File: src/rtl/fsr_pkg.sv
package fsr_pkg;

    typedef enum logic [2:0] {
        ST_IDLE      = 3'd0,
        ST_PROG      = 3'd1,
        ST_ERASE     = 3'd2,
        ST_SUSP      = 3'd3,
        ST_PROG_SUSP = 3'd4
    } op_state_t;

    localparam int FLAG_ERASE = 0;
    localparam int FLAG_PROG  = 1;
    localparam int NUM_FLAGS  = 2;

    localparam int BIT_READY  = 7;
    localparam int BIT_SUSP   = 6;
    localparam int BIT_EERR   = 5;
    localparam int BIT_PERR   = 4;
    localparam int REG_W      = 8;

endpackage

File: src/rtl/fsr_op_fsm.sv
module fsr_op_fsm
    import fsr_pkg::*;
(
    input  logic      clk,
    input  logic      rst_n,
    input  logic      start_prog,
    input  logic      start_erase,
    input  logic      op_done,
    input  logic      suspend_req,
    input  logic      resume_req,
    input  logic      erase_blk,
    input  logic      prog_blk,
    output op_state_t state,
    output logic      ready,
    output logic      suspended
);

    op_state_t state_q;
    op_state_t state_d;

    // state register
    always_ff @(posedge clk or negedge rst_n) begin
        if (!rst_n) begin
            state_q <= ST_IDLE;
        end else begin
            state_q <= state_d;
        end
    end

    // transitions
    always_comb begin
        state_d = state_q;
        unique case (state_q)
            ST_IDLE: begin
                if (start_erase && !erase_blk) begin
                    state_d = ST_ERASE;
                end else if (start_prog && !prog_blk) begin
                    state_d = ST_PROG;
                end
            end
            ST_PROG: begin
                if (op_done) begin
                    state_d = ST_IDLE;
                end
            end
            ST_ERASE: begin
                if (op_done) begin
                    state_d = ST_IDLE;
                end else if (suspend_req) begin
                    state_d = ST_SUSP;
                end
            end
            ST_SUSP: begin
                if (resume_req) begin
                    state_d = ST_ERASE;
                end else if (start_prog && !prog_blk) begin
                    state_d = ST_PROG_SUSP;
                end
            end
            ST_PROG_SUSP: begin
                if (op_done) begin
                    state_d = ST_SUSP;
                end
            end
            default: state_d = ST_IDLE;
        endcase
    end

    // outputs
    always_comb begin
        ready     = 1'b0;
        suspended = 1'b0;
        unique case (state_q)
            ST_IDLE:      ready = 1'b1;
            ST_PROG:      ready = 1'b0;
            ST_ERASE:     ready = 1'b0;
            ST_SUSP: begin
                ready     = 1'b1;
                suspended = 1'b1;
            end
            ST_PROG_SUSP: suspended = 1'b1;
            default:      ready = 1'b1;
        endcase
    end

    assign state = state_q;

endmodule

File: src/rtl/fsr_err_qual.sv
module fsr_err_qual
    import fsr_pkg::*;
#(
    parameter int LEN_W      = 12,
    parameter int CHUNK_BITS = 64
) (
    input  op_state_t            state,
    input  logic                 erase_fail,
    input  logic                 prog_fail,
    input  logic                 prot_err,
    input  logic                 one_over_zero,
    input  logic [LEN_W-1:0]     pattern_len,
    input  logic                 hv_present,
    output logic [NUM_FLAGS-1:0] set_vec
);

    localparam int CHUNK_LOG = $clog2(CHUNK_BITS);

    logic in_erase;
    logic in_prog;
    logic len_whole;
    logic ovz_hit;

    always_comb begin
        in_erase  = (state == ST_ERASE);
        in_prog   = (state == ST_PROG) || (state == ST_PROG_SUSP);
        len_whole = (pattern_len[CHUNK_LOG-1:0] == '0) &&
                    (pattern_len[LEN_W-1:CHUNK_LOG] != '0);
        ovz_hit   = one_over_zero && hv_present && len_whole;

        set_vec             = '0;
        set_vec[FLAG_ERASE] = in_erase && (erase_fail || prot_err);
        set_vec[FLAG_PROG]  = in_prog  && (prog_fail || prot_err || ovz_hit);
    end

endmodule

File: src/rtl/fsr_sticky_flag.sv
module fsr_sticky_flag (
    input  logic clk,
    input  logic rst_n,
    input  logic set_i,
    input  logic clr_i,
    output logic q
);

    always_ff @(posedge clk or negedge rst_n) begin
        if (!rst_n) begin
            q <= 1'b0;
        end else if (set_i) begin
            q <= 1'b1;
        end else if (clr_i) begin
            q <= 1'b0;
        end
    end

endmodule

File: src/rtl/fsr_ctrl.sv
module fsr_ctrl
    import fsr_pkg::*;
#(
    parameter int LEN_W      = 12,
    parameter int CHUNK_BITS = 64
) (
    input  logic             clk,
    input  logic             rst_n,
    input  logic             start_prog,
    input  logic             start_erase,
    input  logic             op_done,
    input  logic             erase_fail,
    input  logic             prog_fail,
    input  logic             prot_err,
    input  logic             suspend_req,
    input  logic             resume_req,
    input  logic             one_over_zero,
    input  logic [LEN_W-1:0] pattern_len,
    input  logic             hv_present,
    input  logic             clear_flags,
    output logic [7:0]       fsr,
    output logic             erase_block,
    output logic             prog_block
);

    op_state_t            state_q;
    logic                 ready;
    logic                 suspended;
    logic [NUM_FLAGS-1:0] set_vec;
    logic [NUM_FLAGS-1:0] flag_q;

    fsr_op_fsm u_fsm (
        .clk         (clk),
        .rst_n       (rst_n),
        .start_prog  (start_prog),
        .start_erase (start_erase),
        .op_done     (op_done),
        .suspend_req (suspend_req),
        .resume_req  (resume_req),
        .erase_blk   (flag_q[FLAG_ERASE]),
        .prog_blk    (flag_q[FLAG_PROG]),
        .state       (state_q),
        .ready       (ready),
        .suspended   (suspended)
    );

    fsr_err_qual #(
        .LEN_W      (LEN_W),
        .CHUNK_BITS (CHUNK_BITS)
    ) u_qual (
        .state         (state_q),
        .erase_fail    (erase_fail),
        .prog_fail     (prog_fail),
        .prot_err      (prot_err),
        .one_over_zero (one_over_zero),
        .pattern_len   (pattern_len),
        .hv_present    (hv_present),
        .set_vec       (set_vec)
    );

    for (genvar gi = 0; gi < NUM_FLAGS; gi++) begin : g_flag
        fsr_sticky_flag u_flag (
            .clk   (clk),
            .rst_n (rst_n),
            .set_i (set_vec[gi]),
            .clr_i (clear_flags),
            .q     (flag_q[gi])
        );
    end

    always_comb begin
        fsr            = '0;
        fsr[BIT_READY] = ready;
        fsr[BIT_SUSP]  = suspended;
        fsr[BIT_EERR]  = flag_q[FLAG_ERASE];
        fsr[BIT_PERR]  = flag_q[FLAG_PROG];
    end

    assign erase_block = flag_q[FLAG_ERASE];
    assign prog_block  = flag_q[FLAG_PROG];

endmodule

File: config.mk
export PLATFORM = sky130hd
export DESIGN_NAME = fsr_ctrl
export DESIGN_NICKNAME = d
export VERILOG_FILES = /design/src/rtl/fsr_pkg.sv /design/src/rtl/fsr_op_fsm.sv /design/src/rtl/fsr_err_qual.sv /design/src/rtl/fsr_sticky_flag.sv /design/src/rtl/fsr_ctrl.sv
export SDC_FILE = /design/constraint.sdc
export NUM_CORES = 1
export LEC_CHECK = 0
export ABC_AREA = 1
export BUFFER_PORTS_ARGS = -buffer_cell sky130_fd_sc_hd__buf_4
export CAP_MARGIN = 20
export CORE_AREA = 10 10 47 49
export CTS_CLUSTER_SIZE = 24
export DETAILED_ROUTE_END_ITERATION = 10
export DIE_AREA = 0 0 57 59
export PLACE_DENSITY = 0.78
export SYNTH_ARGS = -nofsm -noshare
export SYNTH_HDL_FRONTEND = slang
export SYNTH_HIERARCHICAL = 1
export SYNTH_SLANG_ARGS = --single-unit
File: constraint.sdc
create_clock -name clk -period 1.8 [get_ports clk]
set_input_delay 0.27 -clock clk [delete_from_list [all_inputs] [get_ports clk]]
set_output_delay 0.27 -clock clk [all_outputs]
set_load 0.03 [all_outputs]
==> results of run 1 <==
[kinds of logic (layout without fill, tap and decap cells)]
kind of cell           count (synthesis)  after routing
AND/OR/NAND/NOR                       62             62
AO/OA/AOI/OAI                          3              3
other                                  1              4
buffers and inverters                 23             50
flip-flops                             5              5
[tightest hold or removal path, stage by stage]
cell	delay, ns
buf_4	0.08
inv_1	0.03
nand2_1	0.05
nand2_1	0.04
[cell usage in the layout, fill, tap and decap left out]
cell type / instances
a21oi_2: 1
buf_4: 30
clkbuf_1: 1
clkbuf_4: 3
conb_1: 4
dfrtp_1: 5
dlygate4sd3_1: 1
inv_1: 14
inv_2: 1
nand2_1: 25
nand2_2: 1
nand3_1: 10
nand3_2: 1
nand3b_1: 1
nor2_1: 18
nor2_2: 4
nor2_4: 1
o21ai_0: 1
o21ai_2: 1
or2_1: 1
[registers in the layout, summed over array words and instances (netlist names)]
| register | flops |
|---|---|
| u_fsm/state | 3 |
| g_flag.u_flag/q | 2 |
[power by group through the flow]
stage               clock network [mW]  registers (mW)  logic (mW)
floorplan                            0           0.256       0.501
global placement                     0           0.219       0.674
detailed placement                   0           0.224       0.681
CTS                              0.138           0.222       0.686
global route                     0.144           0.235       0.760
finish                           0.132           0.220       0.678
[per-stage QoR]
step           hold WS [ns]  std cells
6_report              0.258        140
5_1_grt               0.275        140
4_1_cts               0.255        140
3_5_place_dp         0.0751        135
3_3_place_gp         0.0746        135
2_1_floorplan       -0.0256         97
[final timing paths]
kind                       cells after the start                 end
setup reg to reg                               6      u_fsm/state[1]
hold / removal                                 4  g_flag[1].u_flag/q
max in group asynchronous                      2      u_fsm/state[0]
hold reg to reg                                2  g_flag[0].u_flag/q
min in group asynchronous                      2  g_flag[1].u_flag/q
setup / recovery                               5              fsr[7]
[metal layers]
| layer | track usage (%) | vias to the layer above |
|---|---|---|
| li1 | - | 329 |
| met1 | 9.41 | 248 |
| met2 | 12.9 | 36 |
| met3 | 5.58 | 5 |
| met4 | 5.03 | 0 |
| met5 | 0 | - |
[final cells by class]
type / count / share of cell area, %
Sequential cell: 5 / 16.1
Multi-Input combinational cell: 69 / 40.5
Timing Repair Buffer: 31 / 30.2
Clock buffer: 4 / 3.38
Tap cell: 16 / 2.57
Inverter: 15 / 7.23
==> flow_metrics.env, run 1 <==
export IMPL_finalHoldViolations=0
export IMPL_max_stage_delay_ns=0.43
export IMPL_crit_start="u_fsm/state[0]"
export IMPL_gp_congestion=0.860
export IMPL_leakagePower_nw=0.471
export IMPL_ys_types=17
export IMPL_first_pass_iters=4
export IMPL_synth_area_top_cells="dfrtp_1 23%, nand2_1 17%, nor2_1 12%"
export IMPL_period_needed_ns=1.56
export IMPL_start_kind="flop"
export IMPL_worst_slack_ns=0.244
export IMPL_synthXorXnorAreaFrac_pct=0
export IMPL_yosysSeqAreaShare_pct=22.9
export IMPL_antennaDiodeCount=0
export IMPL_rows=14
export IMPL_yosys_top_cells_count="25 x nand2_1, 18 x nor2_1, 14 x inv_1, 10 x nand3_1, 8 x buf_4"
export IMPL_grt_total_usage_pct=8.78
export IMPL_insertion_delay_ns=0.25
export IMPL_rsz0062_at_grt="false"
export IMPL_post_cts_setup_buffer_count=0
export IMPL_ctsResizeCount=0
export IMPL_reg2reg_from="u_fsm/state[0]"
export IMPL_synthMuxAreaShare_pct=0
export IMPL_cts_num_sinks=5
export IMPL_coreArea_mm2=0.00140
export IMPL_synthSimpleGateAreaFrac_pct=50.9
export IMPL_post_route_period_util_pct=86.5
export IMPL_wl_met3_um=189
export IMPL_postLayoutCoreUtil_pct=55.5
export IMPL_path_cells="nor2_2, nand2_1, nand2_2, nor2_1, buf_4"
export IMPL_cp_top_family="simple AND/OR/NAND/NOR gates"
export IMPL_grt_pass1_wl_um=2450
export IMPL_avgSynthCellArea_um2=5.80
export IMPL_clk_path_buf_depth=2
export IMPL_drtIter0Drc=12
export IMPL_cts_root_buf="clkbuf_4"
export IMPL_synth_top_family_by_area="simple AND/OR/NAND/NOR gates"
export IMPL_synth_compound_area_share_pct=4.13
export IMPL_worst_ir_drop_vdd_uv=621
export IMPL_die_h_um=59
export IMPL_p_switching_mw=0.527
export IMPL_antenna_found_initial=0
export IMPL_cts_htree_levels=1
export IMPL_status="finished clean"
export IMPL_die_area_mm2=0.00336
export IMPL_synth_fa_ha_area_share_pct=0
export IMPL_path_max_fanout=7
export IMPL_slowest_stage="dfrtp_1"
export IMPL_fp_dieW_um=57
export IMPL_design_area_um2=778
export IMPL_top_layer="met4"
export IMPL_finalSetupTns_ns=0
export IMPL_layout_drive_gt1_share_pct=34.7
export IMPL_cts_tree="yes"
export IMPL_grt_ovfl_total=0
export IMPL_crit_required_ns=1.53
export IMPL_cts_buffers=3
export IMPL_grt_pass1_vias=623
export IMPL_initial_core_util_pct=38.9
export IMPL_syn2layout_area_growth_pct=42.7
export IMPL_min_delay_start="clear_flags"
export IMPL_seq_power_share_pct=21.4
export IMPL_routed_via_density=4.41
export IMPL_p_sw_share_pct=51.2
export IMPL_final_net_count=150
export IMPL_slew_violations=0
export IMPL_multi_input_area_um2=315
export IMPL_path_clk_slew_ns=0.04
export IMPL_power_density_mw_per_mm2=1320
export IMPL_ff2ff_setup_slack_ns=0.58
export IMPL_internal_power_mw=0.503
export IMPL_synth_edff_count=0
export IMPL_synth_top_cell_area_share_pct=22.9
export IMPL_min_path_type="primary input to flop"
export IMPL_synth_yosys_warnings=6
export IMPL_synth_top_area_cell="dfrtp_1"
export IMPL_netlist_area_um2=546
export IMPL_synth_most_common_cell="nand2_1"
export IMPL_endpoint_kind="output pin"
export IMPL_crit_buf_inv=1
export IMPL_drcViolationCount=0
export IMPL_dpl_cell_area_um2=742
export IMPL_synthCells=94
export IMPL_pwr_share_comb_pct=65.8
export IMPL_synthArstFlopShare_pct=100
export IMPL_port_buffers=30
export IMPL_wl_um=1360
export IMPL_routedWlPerCell_um=9.74
export IMPL_register_area_um2=125
export IMPL_postRouteAntennaNets=0
export IMPL_clock_fmax_mhz=643
export IMPL_pin_count=35
export IMPL_p_clk_share_pct=12.8
export IMPL_drv_cap=0
export IMPL_hold_buffers=1
export IMPL_path_class="flop to output pin"
export IMPL_place_hpwl_um=1250
export IMPL_synthFlopType="dfrtp_1"
export IMPL_critPathArrivalTime_ns=1.29
export IMPL_wl_met1_um=588
export IMPL_fin_worst_skew_ns=0.00502
export IMPL_dr_total_vias=618
export IMPL_finalSetupViolations=0
export IMPL_power_mw=1.03
export IMPL_post_place_ws_ns=0.498
export IMPL_wl_met2_um=552
export IMPL_grt_max_degree=8
export IMPL_synth_seq_cells=5
export IMPL_num_fill_cells=129
Power figures use the tool's default switching activity.
==> run 2, diff against run 1 <==
--- a/config.mk
+++ b/config.mk
@@ -12,7 +12,7 @@
 export CTS_CLUSTER_SIZE = 24
 export DETAILED_ROUTE_END_ITERATION = 10
 export DIE_AREA = 0 0 57 59
-export PLACE_DENSITY = 0.78
+export PLACE_DENSITY = 0.75
 export SYNTH_ARGS = -nofsm -noshare
 export SYNTH_HDL_FRONTEND = slang
 export SYNTH_HIERARCHICAL = 1
==> flow_metrics.env, run 2 (same netlist as run 1, synthesis figures left out) <==
export IMPL_status="finished clean"
export IMPL_min_delay_path_depth=4
export IMPL_postLayoutCoreUtil_pct=55.5
export IMPL_port_buffers=30
export IMPL_min_to="g_flag[1].u_flag/q"
export IMPL_final_common_cell="buf_4"
export IMPL_finalSetupViolations=0
export IMPL_design_area_um2=778
export IMPL_path_max_fanout=7
export IMPL_endpoint_kind="output pin"
export IMPL_leakagePower_nw=0.471
export IMPL_routedWlPerCell_um=9.94
export IMPL_die_h_um=59
export IMPL_finalHoldViolations=0
export IMPL_die_area_mm2=0.00336
export IMPL_place_hpwl_um=1250
export IMPL_grt_total_usage_pct=8.65
export IMPL_worst_ir_drop_vdd_uv=581
export IMPL_final_net_count=150
export IMPL_antennaDiodeCount=0
export IMPL_wl_um=1390
export IMPL_reg2reg_from="u_fsm/state[0]"
export IMPL_multi_input_area_um2=315
export IMPL_grt_max_degree=8
export IMPL_rsz0062_at_grt="false"
export IMPL_critPathArrivalTime_ns=1.27
export IMPL_min_delay_start="clear_flags"
export IMPL_post_place_ws_ns=0.514
export IMPL_coreArea_mm2=0.00140
export IMPL_slew_violations=0
export IMPL_syn2layout_area_growth_pct=42.7
export IMPL_final_cell_mix="30 x buf_4, 25 x nand2_1, 18 x nor2_1, 14 x inv_1, 10 x nand3_1"
export IMPL_routed_via_density=4.31
export IMPL_fin_worst_skew_ns=0.00457
export IMPL_postRouteAntennaNets=0
export IMPL_grt_pass1_wl_um=2420
export IMPL_ctsResizeCount=0
export IMPL_pin_count=35
export IMPL_largest_register_ffs=3
export IMPL_finalSetupTns_ns=0
export IMPL_path_clk_slew_ns=0.04
export IMPL_rows=14
export IMPL_min_path_type="primary input to flop"
export IMPL_cts_htree_levels=1
export IMPL_power_density_mw_per_mm2=1320
export IMPL_num_fill_cells=131
export IMPL_antenna_found_initial=0
export IMPL_fp_dieW_um=57
export IMPL_cts_buffers=3
export IMPL_drv_cap=0
export IMPL_post_cts_setup_buffer_count=0
export IMPL_drcViolationCount=0
export IMPL_grt_pass1_vias=592
export IMPL_grt_ovfl_total=0
export IMPL_worst_slack_ns=0.258
export IMPL_clock_fmax_mhz=648
export IMPL_hold_buffers=1
export IMPL_cts_num_sinks=5
export IMPL_crit_required_ns=1.53
export IMPL_r2r_end="u_fsm/state[1]"
export IMPL_register_area_um2=125
export IMPL_gp_congestion=0.856
export IMPL_worst_r2r_path_depth=6
export IMPL_post_route_period_util_pct=85.7
export IMPL_cts_tree="yes"
export IMPL_clk_path_buf_depth=2
export IMPL_dpl_cell_area_um2=742
export IMPL_crit_start="u_fsm/state[0]"
export IMPL_initial_core_util_pct=38.9
export IMPL_path_class="flop to output pin"
export IMPL_cts_root_buf="clkbuf_4"
export IMPL_period_needed_ns=1.54
export IMPL_first_pass_iters=4
export IMPL_dr_total_vias=604
export IMPL_start_kind="flop"
export IMPL_drtIter0Drc=8
export IMPL_ff2ff_setup_slack_ns=0.60
export IMPL_layout_drive_gt1_share_pct=34.7
export IMPL_insertion_delay_ns=0.24
-- run 2: worst max-delay path, stage by stage (launching register included) --
cell and delay [ns]:
dfrtp_1 0.43, nor2_2 0.18, nand2_1 0.12, nand2_2 0.10
nor2_1 0.04, buf_4 0.16
-- run 2: layer usage --
metal | vias up | share of wire, % | track usage (%)
li1 | 334 | - | -
met1 | 241 | 45 | 9.41
met2 | 27 | 42 | 11.9
met3 | 2 | 12 | 6.22
met4 | 0 | 1.2 | 5.03
met5 | - | 0 | 0
-- run 2: per-stage QoR --
step	total power, mW	hold WS (ns)	std cells
floorplan	0.757	-0.0256	97
global placement	0.895	0.0747	135
detailed placement	0.900	0.0754	135
CTS	1.04	0.257	140
global route	1.13	0.252	140
finish	1.02	0.264	140
-- run 2: layout make-up --
| cell class | instances | share of cell area (%) |
|---|---|---|
| repair buffers | 31 | 30.2 |
| flip-flops and latches | 5 | 16.1 |
| inverters | 15 | 7.23 |
| well taps | 16 | 2.57 |
| clock buffers | 4 | 3.38 |
| multi-input cells | 69 | 40.5 |
-- run 2: how the worst max path moves through the flow --
stage,to,cells past startpoint
2_1_floorplan,fsr[7],5
3_3_place_gp,fsr[7],5
3_5_place_dp,fsr[7],5
4_1_cts,fsr[7],5
5_1_grt,fsr[7],5
6_report,fsr[7],5
-- run 2: report_power, final --
part,switching [mW],internal [mW],leakage [nW]
logic,0.416,0.259,0.391
clock network,0.0443,0.0837,0.0150
registers,0.0610,0.160,0.0646
total,0.522,0.503,0.471
